## src/rtl/itu_pkg.sv

```systemverilog
package itu_pkg;
  typedef enum logic [1:0] {
    KIND_HIT     = 2'd0,
    KIND_REPOINT = 2'd1,
    KIND_ALLOC   = 2'd2,
    KIND_REPLACE = 2'd3
  } upd_kind_e;

  typedef enum logic [2:0] {
    ST_IDLE,
    ST_TOUCH,
    ST_WALK,
    ST_MASKWR,
    ST_DONE
  } walk_st_e;
endpackage

```

## src/rtl/itu_lfsr.sv

```systemverilog
module itu_lfsr #(
  parameter logic [15:0] SEED  = 16'hACE1,
  parameter int          OUT_W = 4
) (
  input  logic             clk,
  input  logic             rst_n,
  output logic [OUT_W-1:0] q
);
  logic [15:0] state_q;

  always_ff @(posedge clk or negedge rst_n) begin
    if (!rst_n) state_q <= SEED;
    else        state_q <= {state_q[14:0], state_q[15] ^ state_q[13] ^ state_q[12] ^ state_q[10]};
  end

  assign q = state_q[OUT_W-1:0];
endmodule

```

## src/rtl/itu_pick.sv

```systemverilog
// First set candidate at or after start, wrapping; N must be a power of two.
module itu_pick #(
  parameter int N     = 16,
  parameter int IDX_W = $clog2(N)
) (
  input  logic [N-1:0]     cand,
  input  logic [IDX_W-1:0] start,
  output logic [IDX_W-1:0] idx
);
  always_comb begin : scan
    logic [IDX_W-1:0] pos;
    logic             found;
    idx   = '0;
    found = 1'b0;
    for (int k = 0; k < N; k++) begin
      pos = start + IDX_W'(k);
      if (!found && cand[pos]) begin
        idx   = pos;
        found = 1'b1;
      end
    end
  end
endmodule

```

## src/rtl/itu_hash.sv

```systemverilog
module itu_hash #(
  parameter int PC_W  = 32,
  parameter int PTR_W = 4
) (
  input  logic [PC_W-1:0]  pc,
  input  logic [PTR_W-1:0] ptr,
  output logic [PC_W-1:0]  addr
);
  localparam int GAP = PC_W - PTR_W;

  assign addr = pc ^ {ptr, {GAP{1'b0}}} ^ {{GAP{1'b0}}, ~ptr};
endmodule

```

## src/rtl/itu_ctrl.sv

```systemverilog
module itu_ctrl
  import itu_pkg::*;
#(
  parameter int          PC_W      = 32,
  parameter int          TGT_W     = 32,
  parameter int          SLOTS     = 16,
  parameter logic [15:0] LFSR_SEED = 16'hACE1,
  localparam int         PTR_W     = $clog2(SLOTS)
) (
  input  logic             clk,
  input  logic             rst_n,
  input  logic             upd_valid,
  output logic             upd_ready,
  input  logic [PC_W-1:0]  upd_pc,
  input  logic [TGT_W-1:0] upd_target,
  input  logic [PTR_W-1:0] upd_ptr,
  input  logic             upd_mispredict,
  input  logic             upd_entry_found,
  input  logic [SLOTS-1:0] upd_mask,
  output logic             btb_en,
  output logic             btb_we,
  output logic [PC_W-1:0]  btb_addr,
  output logic [TGT_W-1:0] btb_wdata,
  input  logic             btb_hit,
  input  logic [TGT_W-1:0] btb_rdata,
  output logic             lru_touch,
  output logic [PC_W-1:0]  lru_addr,
  output logic             busy,
  output logic             done,
  output logic [1:0]       res_kind,
  output logic [PTR_W-1:0] res_ptr,
  output logic [SLOTS-1:0] res_mask,
  output logic             res_train
);
  localparam int PAD_W = TGT_W - SLOTS;

  walk_st_e         st_q;
  upd_kind_e        kind_q;
  logic [PC_W-1:0]  pc_q;
  logic [TGT_W-1:0] tgt_q;
  logic [PTR_W-1:0] ptr_q;
  logic [SLOTS-1:0] mask_q;
  logic [SLOTS-1:0] pend_q;
  logic             dirty_q;

  logic [PTR_W-1:0] rnd_start;
  logic [PTR_W-1:0] walk_idx;
  logic [PTR_W-1:0] rnd_idx;
  logic [PTR_W-1:0] hash_ptr;
  logic [PC_W-1:0]  hash_addr;
  logic [SLOTS-1:0] rnd_cand;
  logic             walk_any;
  logic             mask_full;

  itu_lfsr #(.SEED(LFSR_SEED), .OUT_W(PTR_W)) u_lfsr (
    .clk  (clk),
    .rst_n(rst_n),
    .q    (rnd_start)
  );

  itu_pick #(.N(SLOTS), .IDX_W(PTR_W)) u_walk_pick (
    .cand (pend_q),
    .start('0),
    .idx  (walk_idx)
  );

  assign mask_full = &mask_q;
  assign rnd_cand  = mask_full ? {SLOTS{1'b1}} : ~mask_q;

  itu_pick #(.N(SLOTS), .IDX_W(PTR_W)) u_rnd_pick (
    .cand (rnd_cand),
    .start(rnd_start),
    .idx  (rnd_idx)
  );

  assign walk_any = |pend_q;
  assign hash_ptr = (st_q == ST_TOUCH) ? ptr_q : (walk_any ? walk_idx : rnd_idx);

  itu_hash #(.PC_W(PC_W), .PTR_W(PTR_W)) u_hash (
    .pc  (pc_q),
    .ptr (hash_ptr),
    .addr(hash_addr)
  );

  // Port drive
  always_comb begin
    btb_en    = 1'b0;
    btb_we    = 1'b0;
    btb_addr  = '0;
    btb_wdata = '0;
    unique case (st_q)
      ST_WALK: begin
        btb_en   = 1'b1;
        btb_addr = hash_addr;
        if (!walk_any) begin
          btb_we    = 1'b1;
          btb_wdata = tgt_q;
        end
      end
      ST_MASKWR: begin
        btb_en    = 1'b1;
        btb_we    = 1'b1;
        btb_addr  = pc_q;
        btb_wdata = {{PAD_W{1'b0}}, mask_q};
      end
      default: ;
    endcase
  end

  assign upd_ready = (st_q == ST_IDLE);
  assign busy      = (st_q != ST_IDLE);
  assign lru_touch = (st_q == ST_TOUCH);
  assign lru_addr  = hash_addr;
  assign done      = (st_q == ST_DONE);
  assign res_kind  = kind_q;
  assign res_ptr   = ptr_q;
  assign res_mask  = mask_q;
  assign res_train = (kind_q != KIND_HIT);

  // Sequencing
  always_ff @(posedge clk or negedge rst_n) begin
    if (!rst_n) begin
      st_q    <= ST_IDLE;
      kind_q  <= KIND_HIT;
      pc_q    <= '0;
      tgt_q   <= '0;
      ptr_q   <= '0;
      mask_q  <= '0;
      pend_q  <= '0;
      dirty_q <= 1'b0;
    end else begin
      unique case (st_q)
        ST_IDLE: begin
          if (upd_valid) begin
            pc_q    <= upd_pc;
            tgt_q   <= upd_target;
            ptr_q   <= upd_ptr;
            kind_q  <= KIND_HIT;
            mask_q  <= upd_entry_found ? upd_mask : '0;
            pend_q  <= (upd_entry_found && upd_mispredict) ? upd_mask : '0;
            dirty_q <= !upd_entry_found;
            st_q    <= upd_mispredict ? ST_WALK : ST_TOUCH;
          end
        end
        ST_TOUCH: st_q <= ST_DONE;
        ST_WALK: begin
          if (walk_any) begin
            pend_q[walk_idx] <= 1'b0;
            if (!btb_hit) begin
              mask_q[walk_idx] <= 1'b0;
              dirty_q          <= 1'b1;
            end else if (btb_rdata == tgt_q) begin
              ptr_q  <= walk_idx;
              kind_q <= KIND_REPOINT;
              st_q   <= dirty_q ? ST_MASKWR : ST_DONE;
            end
          end else begin
            ptr_q <= rnd_idx;
            if (mask_full) begin
              kind_q <= KIND_REPLACE;
              st_q   <= ST_DONE;
            end else begin
              mask_q[rnd_idx] <= 1'b1;
              kind_q          <= KIND_ALLOC;
              dirty_q         <= 1'b1;
              st_q            <= ST_MASKWR;
            end
          end
        end
        ST_MASKWR: st_q <= ST_DONE;
        ST_DONE:   st_q <= ST_IDLE;
        default:   st_q <= ST_IDLE;
      endcase
    end
  end
endmodule

```

## config.mk

```make
export PLATFORM = sky130hd
export DESIGN_NAME = itu_ctrl
export DESIGN_NICKNAME = d
export VERILOG_FILES = /design/src/rtl/itu_pkg.sv /design/src/rtl/itu_lfsr.sv /design/src/rtl/itu_pick.sv /design/src/rtl/itu_hash.sv /design/src/rtl/itu_ctrl.sv
export SDC_FILE = /design/constraint.sdc
export NUM_CORES = 1
export LEC_CHECK = 0
export ABC_AREA = 1
export BUFFER_PORTS_ARGS = -buffer_cell sky130_fd_sc_hd__buf_2
export CORE_AREA = 4 4 178 180
export CTS_CLUSTER_SIZE = 12
export DETAILED_ROUTE_END_ITERATION = 16
export DIE_AREA = 0 0 182 184
export SYNTH_ARGS = -nofsm -noshare
export SYNTH_HDL_FRONTEND = slang
export SYNTH_HIERARCHICAL = 1
export SYNTH_SLANG_ARGS = --single-unit
export TNS_END_PERCENT = 30
```

## constraint.sdc

```tcl
create_clock -name clk -period 5.4 [get_ports clk]
set_input_delay 0 -clock clk [delete_from_list [all_inputs] [get_ports clk]]
set_output_delay 0 -clock clk [all_outputs]
set_load 0.03 [all_outputs]
```

=== Yosys cells after proc, flatten, opt, wreduce, memory -nomap -nowiden ===
Cells that the tools add are included.

* $add $sub $neg: 15
* Magnitude comparators: 20
* Equality and inequality tests: 11
* Mux-type cells: 140
* Bitwise logic cells: 11
* Reductions and logical operators: 77

{| class="wikitable"
|+ Operators by type and width
! operator !! count
|-
| two-way mux 16 bit || 9
|-
| one-hot mux 32 bit (2 select lines) || 2
|-
| two-way mux 4 bit || 30
|-
| < comparator 4 x 5 -> 1 bit (second input constant) || 18
|-
| binary-select mux 1 bit (select 4 bit) || 16
|-
| one-hot mux 16 bit (2 select lines) || 2
|-
| two-way mux 1 bit || 56
|-
| logical AND 1 bit || 33
|-
| adder 4 bit (second input constant) || 8
|-
| bitwise AND 16 bit || 2
|-
| == test 32 bit || 1
|-
| two-way mux 32 bit || 1
|-
| NOT 16 bit || 2
|-
| XOR 32 bit || 1
|-
| XOR 32 x 4 -> 32 bit || 1
|-
| logical NOT 1 bit || 31
|-
| two-way mux 3 bit || 10
|-
| adder 4 x 3 -> 4 bit (second input constant) || 4
|-
| bitwise OR 16 bit || 1
|-
| AND reduction 16 bit || 1
|-
| OR reduction 16 bit || 1
|-
| two-way mux 2 bit || 7
|-
| != test 3 bit (second input constant) || 4
|-
| one-hot mux 3 bit (3 select lines) || 1
|-
| 20 further kinds || 32
|}

* Register bits: 122
* Input bits: 122
* Output and inout port bits: 125
* Logic and storage cells: 283

=== Longest topological paths before layout ===
* Depth after elaboration: 58
* Depth in mapped cells: 31

=== Modules after synthesis ===
Netlist, hierarchy kept.

{| class="wikitable"
|+ By module, submodules not included
! module !! times used !! cells an instance !! area each (µm²) !! seq. area each (µm²)
|-
| itu_ctrl || 1 || 883 || 6172.2 || 2652.5
|-
| itu_pick || 2 || 336 || 1694.1 || 0.0
|-
| itu_lfsr || 1 || 37 || 511.7 || 410.4
|-
| itu_hash || 1 || 60 || 315.3 || 0.0
|}

=== Least setup slack after synthesis ===
No wires, ideal clock.

* Kind: flip-flop to output port
* Start: reg mask_q[6], in the netlist res_mask[6]
* End: out btb_addr[30]
* Arrival time: 4121 ps
* Setup slack: 1279 ps
* Stages on the path, launching flop included: 28
* Path buffers: 1
* Path through: dfrtp_1 -> inv_1 -> nor4_1 -> nand4_1 -> clkbuf_1 -> nand2_1 -> nand2_1 -> nand3_1 -> nand3_1 -> nand2_1 -> inv_1 -> o21ai_0 -> inv_1 -> nand4_4 -> inv_1 -> nand2_1 -> nor2_1 -> nor2_1 -> nand3_1 -> nor2_1 -> nand4_1 -> o21ai_0 -> o21ai_0 -> inv_1 -> nand2_1 -> nand2_1 -> nand2_1 -> o21ai_0

* Cells in the longest elaborated chain, start to end: 55
* Elaborated cells between the ends (all ways): 101
* Those cells by class: 67 x mux; 3 x bitwise; 31 x reduce/logical

{| class="wikitable"
|+ Ends and longest elaborated chain
! element !! line !! source
|-
| from (decl) || itu_ctrl.sv:42 || <nowiki>logic [SLOTS-1:0] mask_q;</nowiki>
|-
| from (signal assigned) || itu_ctrl.sv:139 || <nowiki>mask_q <= upd_entry_found ? upd_mask : '0;</nowiki>
|-
| AND reduction 16 bit (*) || itu_ctrl.sv:67 || <nowiki>assign mask_full = &mask_q;</nowiki>
|-
| two-way mux 16 bit (*) || itu_ctrl.sv:68 || <nowiki>assign rnd_cand = mask_full ? {SLOTS{1'b1}} : ~mask_q;</nowiki>
|-
| named net rnd_cand[7] || itu_ctrl.sv:51 || <nowiki>logic [SLOTS-1:0] rnd_cand;</nowiki>
|-
| binary-select mux 1 bit (select 4 bit) || itu_pick.sv:17 || <nowiki>if (!found && cand[pos]) begin</nowiki>
|-
| two-way mux 1 bit (not written as such) || itu_pick.sv:17 ||
|-
| two-way mux 1 bit || itu_pick.sv:17 ||
|-
| logical NOT 1 bit || itu_pick.sv:17 ||
|-
| logical AND 1 bit || itu_pick.sv:17 ||
|-
| [42 not listed] || - ||
|-
| two-way mux 4 bit (*) || itu_pick.sv:17 ||
|-
| named net rnd_idx[2] || itu_ctrl.sv:48 || <nowiki>logic [PTR_W-1:0] rnd_idx;</nowiki>
|-
| two-way mux 4 bit (*) (2 in series) || itu_ctrl.sv:77 || <nowiki>assign hash_ptr = (st_q == ST_TOUCH) ? ptr_q : (walk_any ? walk_idx : rnd_idx);</nowiki>
|-
| named net hash_ptr[2] || itu_ctrl.sv:49 || <nowiki>logic [PTR_W-1:0] hash_ptr;</nowiki>
|-
| XOR 32 bit (*) || itu_hash.sv:11 || <nowiki>assign addr = pc ^ {ptr, {GAP{1'b0}}} ^ {{GAP{1'b0}}, ~ptr};</nowiki>
|-
| XOR 32 x 4 -> 32 bit (*) || itu_hash.sv:11 ||
|-
| named net lru_addr[30] || itu_ctrl.sv:27 || <nowiki>output logic [PC_W-1:0] lru_addr,</nowiki>
|-
| one-hot mux 32 bit (2 select lines) (*) || itu_ctrl.sv:91 || <nowiki>unique case (st_q)</nowiki>
|-
| to (decl) || itu_ctrl.sv:22 || <nowiki>output logic [PC_W-1:0] btb_addr,</nowiki>
|}

Mark *: on every way through the listed nets, which the timed path passes. The rest lies on a longest branch. The select of a mux whose other input is x is not followed.

=== Worst setup path after layout ===
* Start: reg u_lfsr.state_q[0]
* End: out btb_addr[3]

* Cells in the longest elaborated chain, start to end: 53
* Elaborated cells between the ends (all ways): 113
* Those cells by class: 15 x add/sub; 66 x mux; 2 x bitwise; 30 x reduce/logical

{| class="wikitable"
|+ Ends and longest elaborated chain
! element !! line !! source
|-
| from (decl) || itu_lfsr.sv:9 || <nowiki>logic [15:0] state_q;</nowiki>
|-
| from (signal assigned) || itu_lfsr.sv:13 || <nowiki>else state_q <= {state_q[14:0], state_q[15] ^ state_q[13] ^ state_q[12] ^ state_q[10]};</nowiki>
|-
| parallel branches: the longest is 47 deep, another holds adder 4 x 1 -> 4 bit || - ||
|-
| two-way mux 4 bit (*) || itu_pick.sv:17 ||
|-
| named net rnd_idx[3] || itu_ctrl.sv:48 ||
|-
| two-way mux 4 bit (*) (2 in series) || itu_ctrl.sv:77 ||
|-
| named net hash_ptr[3] || itu_ctrl.sv:49 ||
|-
| NOT 4 bit (*) || itu_hash.sv:11 ||
|-
| XOR 32 x 4 -> 32 bit (*) || itu_hash.sv:11 ||
|-
| one-hot mux 32 bit (2 select lines) (*) || itu_ctrl.sv:91 ||
|}

Mark *: on every way through the listed nets, which the timed path passes. The select of a mux whose other input is x is not followed.

==> metrics.yaml <==
run:
  maxCapViolations: 0
floorplan:
  rows: 64
  fp.dieArea_sq_mm: 0.0335
  start_util: 0.344
  core-area_sq_mm: 0.0302
  pin_count: 247
  die_height_microns: 184
  die_w_microns: 182
timing:
  tightest_slew_ps: 1060
  finalCriticalPeriod_ps: 4940
  rsz0062_at_grt: "no"
  final.setup.tns_ps: 0
  post-route-period-util: 0.916
  final_hold_viol_count: 0
  max_freq_mhz: 202
  whs_ps: 20.4
  max_slew_margin: 0.291
  worst_slack_ps: 455
  drv_slew: 0
  clock_skew_ps: 7.78
  setup_viol: 0
global_routing:
  antenna_found_initial: 5
  grt_overflow: 0
  grt_pass1_vias: 11600
  grt_usage: 0.226
  grt_max_degree: 79
  grt_pass1_wl_microns: 60800
synthesis:
  async_flop_share: 1.00
  synthDistinctLibCells: 43
  synth.top_cell.area_share: 0.275
  yosysWarnings: 6
  avgSynthCellArea_sq_um: 6.29
  synth_seq_cells: 122
  synth_area_leader_cell: "dfrtp_1"
  synth_common_cells: "nand2_1, nand3_1, o21ai_0"
  ys_seq_area_frac: 0.295
  synth_edf_count: 0
  synthesis.area_sq_mm: 0.0104
  syn_inst: 1652
  synth_most_common_cell: "nand2_1"
  synth.area.top_cells: "dfrtp_1, nand2_1, nand3_1"
  synth_flop_cell: "dfrtp_1"
power:
  p_leak_nw: 6.85
  seqPwrFrac: 0.210
  netSwitchingPower_mw: 4.32
  pwr-share-clk: 0.160
  power.density_mw_per_mm2: 585
  p_sw_frac: 0.556
  finalPower_mw: 7.78
  intPower_mw: 3.45
  power_frac_comb: 0.630
  peakVddDrop_uv: 425
final_layout:
  finalCoreUtilization: 0.440
  fillerInstances: 3141
  drive_gt1_frac: 0.193
  fin_area_sq_mm: 0.0133
  instances_no_fill: 2360
  layout.nets: 2086
  syn_to_final_growth_pct: 27.9
route:
  via_per_inst: 4.99
  wl_per_cell_microns: 16.4
  dr_total_vias: 11800
  routed_wl_microns: 38800
  ant_nets: 0
  drtIter0Drc: 648
  dr.pass1.iters: 5
  drcViolationCount: 0
placement:
  place_area_sq_mm: 0.0118
  port_buffers: 246
  dp_slack_ps: 602
  gp_congestion: 0.959
  dp.cells: 2238
  post-dp-hpwl_microns: 29800
clock_tree:
  insertion_delay_ps: 420
  clk_pin_slew_ps: 60
  cts_buffers: 17
  cts_tree: "yes"
  h-tree-depth: 4
  cts_max_path_buffers: 2
  cts.sink_count: 122
  cts_resized: 0
  cts-root-buf: "clkbuf_16"
setup_path:
  crit_arrival_ps: 4940
  cp.required_ps: 5400
  path_max_fanout: 18
  crit_path_end_kind: "output port"
  cp-start-kind: "flip-flop"
  worstSetupPathType: "reg2out"
outcome:
  status: "finished, final reports clean"
min_path:
  hp-class: "in2reg"
## repair_timing
item,CTS,global route
endpoints found under the setup margin,0,14
hold buffers,87,0
endpoints found under the hold margin,142,0
setup buffers,0,2
## logic make-up (layout without fill, tap and decap cells)
group,after synthesis,count (layout),share of synthesized area
other cells,1,20,0.000361
buf+inv,281,574,0.122
compound gates,237,237,0.125
fa+ha+maj,14,14,0.0169
simple gates,955,955,0.404
flops,122,122,0.295
xor+xnor,42,42,0.0369
## worst max-delay path, stage by stage, from the launching register on
cell	delay [ps]
dfstp_2	550
inv_2	130
ha_1	340
inv_1	350
nand3_1	210
nand3_1	140
nand2_1	80
nand2_1	70
nand2_2	70
nor2_2	130
nand4_2	150
nor2_4	150
nand4_4	130
nor2_8	180
nand4_4	120
nor2_4	190
nand3_1	90
nand3_1	180
inv_1	100
o21ai_0	290
nand2_1	120
nand2_1	130
nand2_1	60
nand2_1	90
nand2_1	50
o21ai_0	120
buf_2	290
## sequential cells by signal, summed over array words and instances, names as in the netlist
| register | cells |
|---|---|
| st_q | 3 |
| dirty_q | 1 |
| pc_q | 32 |
| res_ptr | 4 |
| tgt_q | 32 |
| res_kind | 2 |
| pend_q | 16 |
| u_lfsr/state_q | 16 |
| res_mask | 16 |
## power groups by stage
stage          Clock (mW)  Combinational [mW]  Sequential [mW]
5_1_grt              1.30                5.41             1.69
3_3_place_gp            0                4.77             1.62
6_report             1.24                4.90             1.63
4_1_cts              1.27                4.87             1.63
3_5_place_dp            0                4.80             1.64
2_1_floorplan           0                3.52             1.69
## final timing paths
kind / from / end / slack, ps / cells past startpoint
max in group asynchronous: rst_n / pc_q[19] / 3830 / 3
min in group asynchronous: rst_n / tgt_q[23] / 190 / 2
worst min-delay path: upd_mask[9] / pend_q[9] / 20 / 3
worst min register to register: u_lfsr/state_q[8] / u_lfsr/state_q[9] / 350 / 0
worst max-delay path: u_lfsr/state_q[0] / btb_addr[3] / 460 / 26
worst max register to register: res_mask[0] / res_mask[11] / 1160 / 31
## layout make-up
class,count,area [sq um],area share
multi-input cells,1267,6130,0.461
clock inverters,15,211,0.0159
repair buffers,348,2230,0.168
diodes,1,2.50,0.000188
inverters,194,732,0.0551
well taps,396,495,0.0373
clock buffers,17,425,0.0320
flip-flops and latches,122,3060,0.230
## metal layers
metal | part of all wire | global-route usage | up-vias
li1 | - | - | 5877
met1 | 0.41 | 0.274 | 5414
met2 | 0.49 | 0.398 | 407
met3 | 0.067 | 0.0451 | 75
met4 | 0.034 | 0.0853 | 8
met5 | 0.0011 | 0 | -
## placed cells by master (no fill, tap or decap), types with 3 or more instances in the layout
cell type      count
or2_2              4
a21o_1             4
nand2_1          493
buf_4             15
nand4_4            4
clkinv_4           3
xor2_1            12
o21ai_1            3
xnor2_1           28
nor3_1             3
bufinv_16          4
inv_6              6
a21oi_1           14
o21a_1             4
buf_2            245
inv_1            172
o22ai_1           16
nand3_1          227
dfstp_2            8
nor3_2             5
nand2_2            8
nor2_2             6
dlygate4sd3_1     87
dfrtp_1          114
nor2_1           161
ha_1              14
inv_2             18
conb_1            19
nand4_1           29
a21oi_2           14
nor2_4             5
clkbuf_16         17
o21ai_0          177
clkinv_2           4
(Power assumes the default switching activity.)
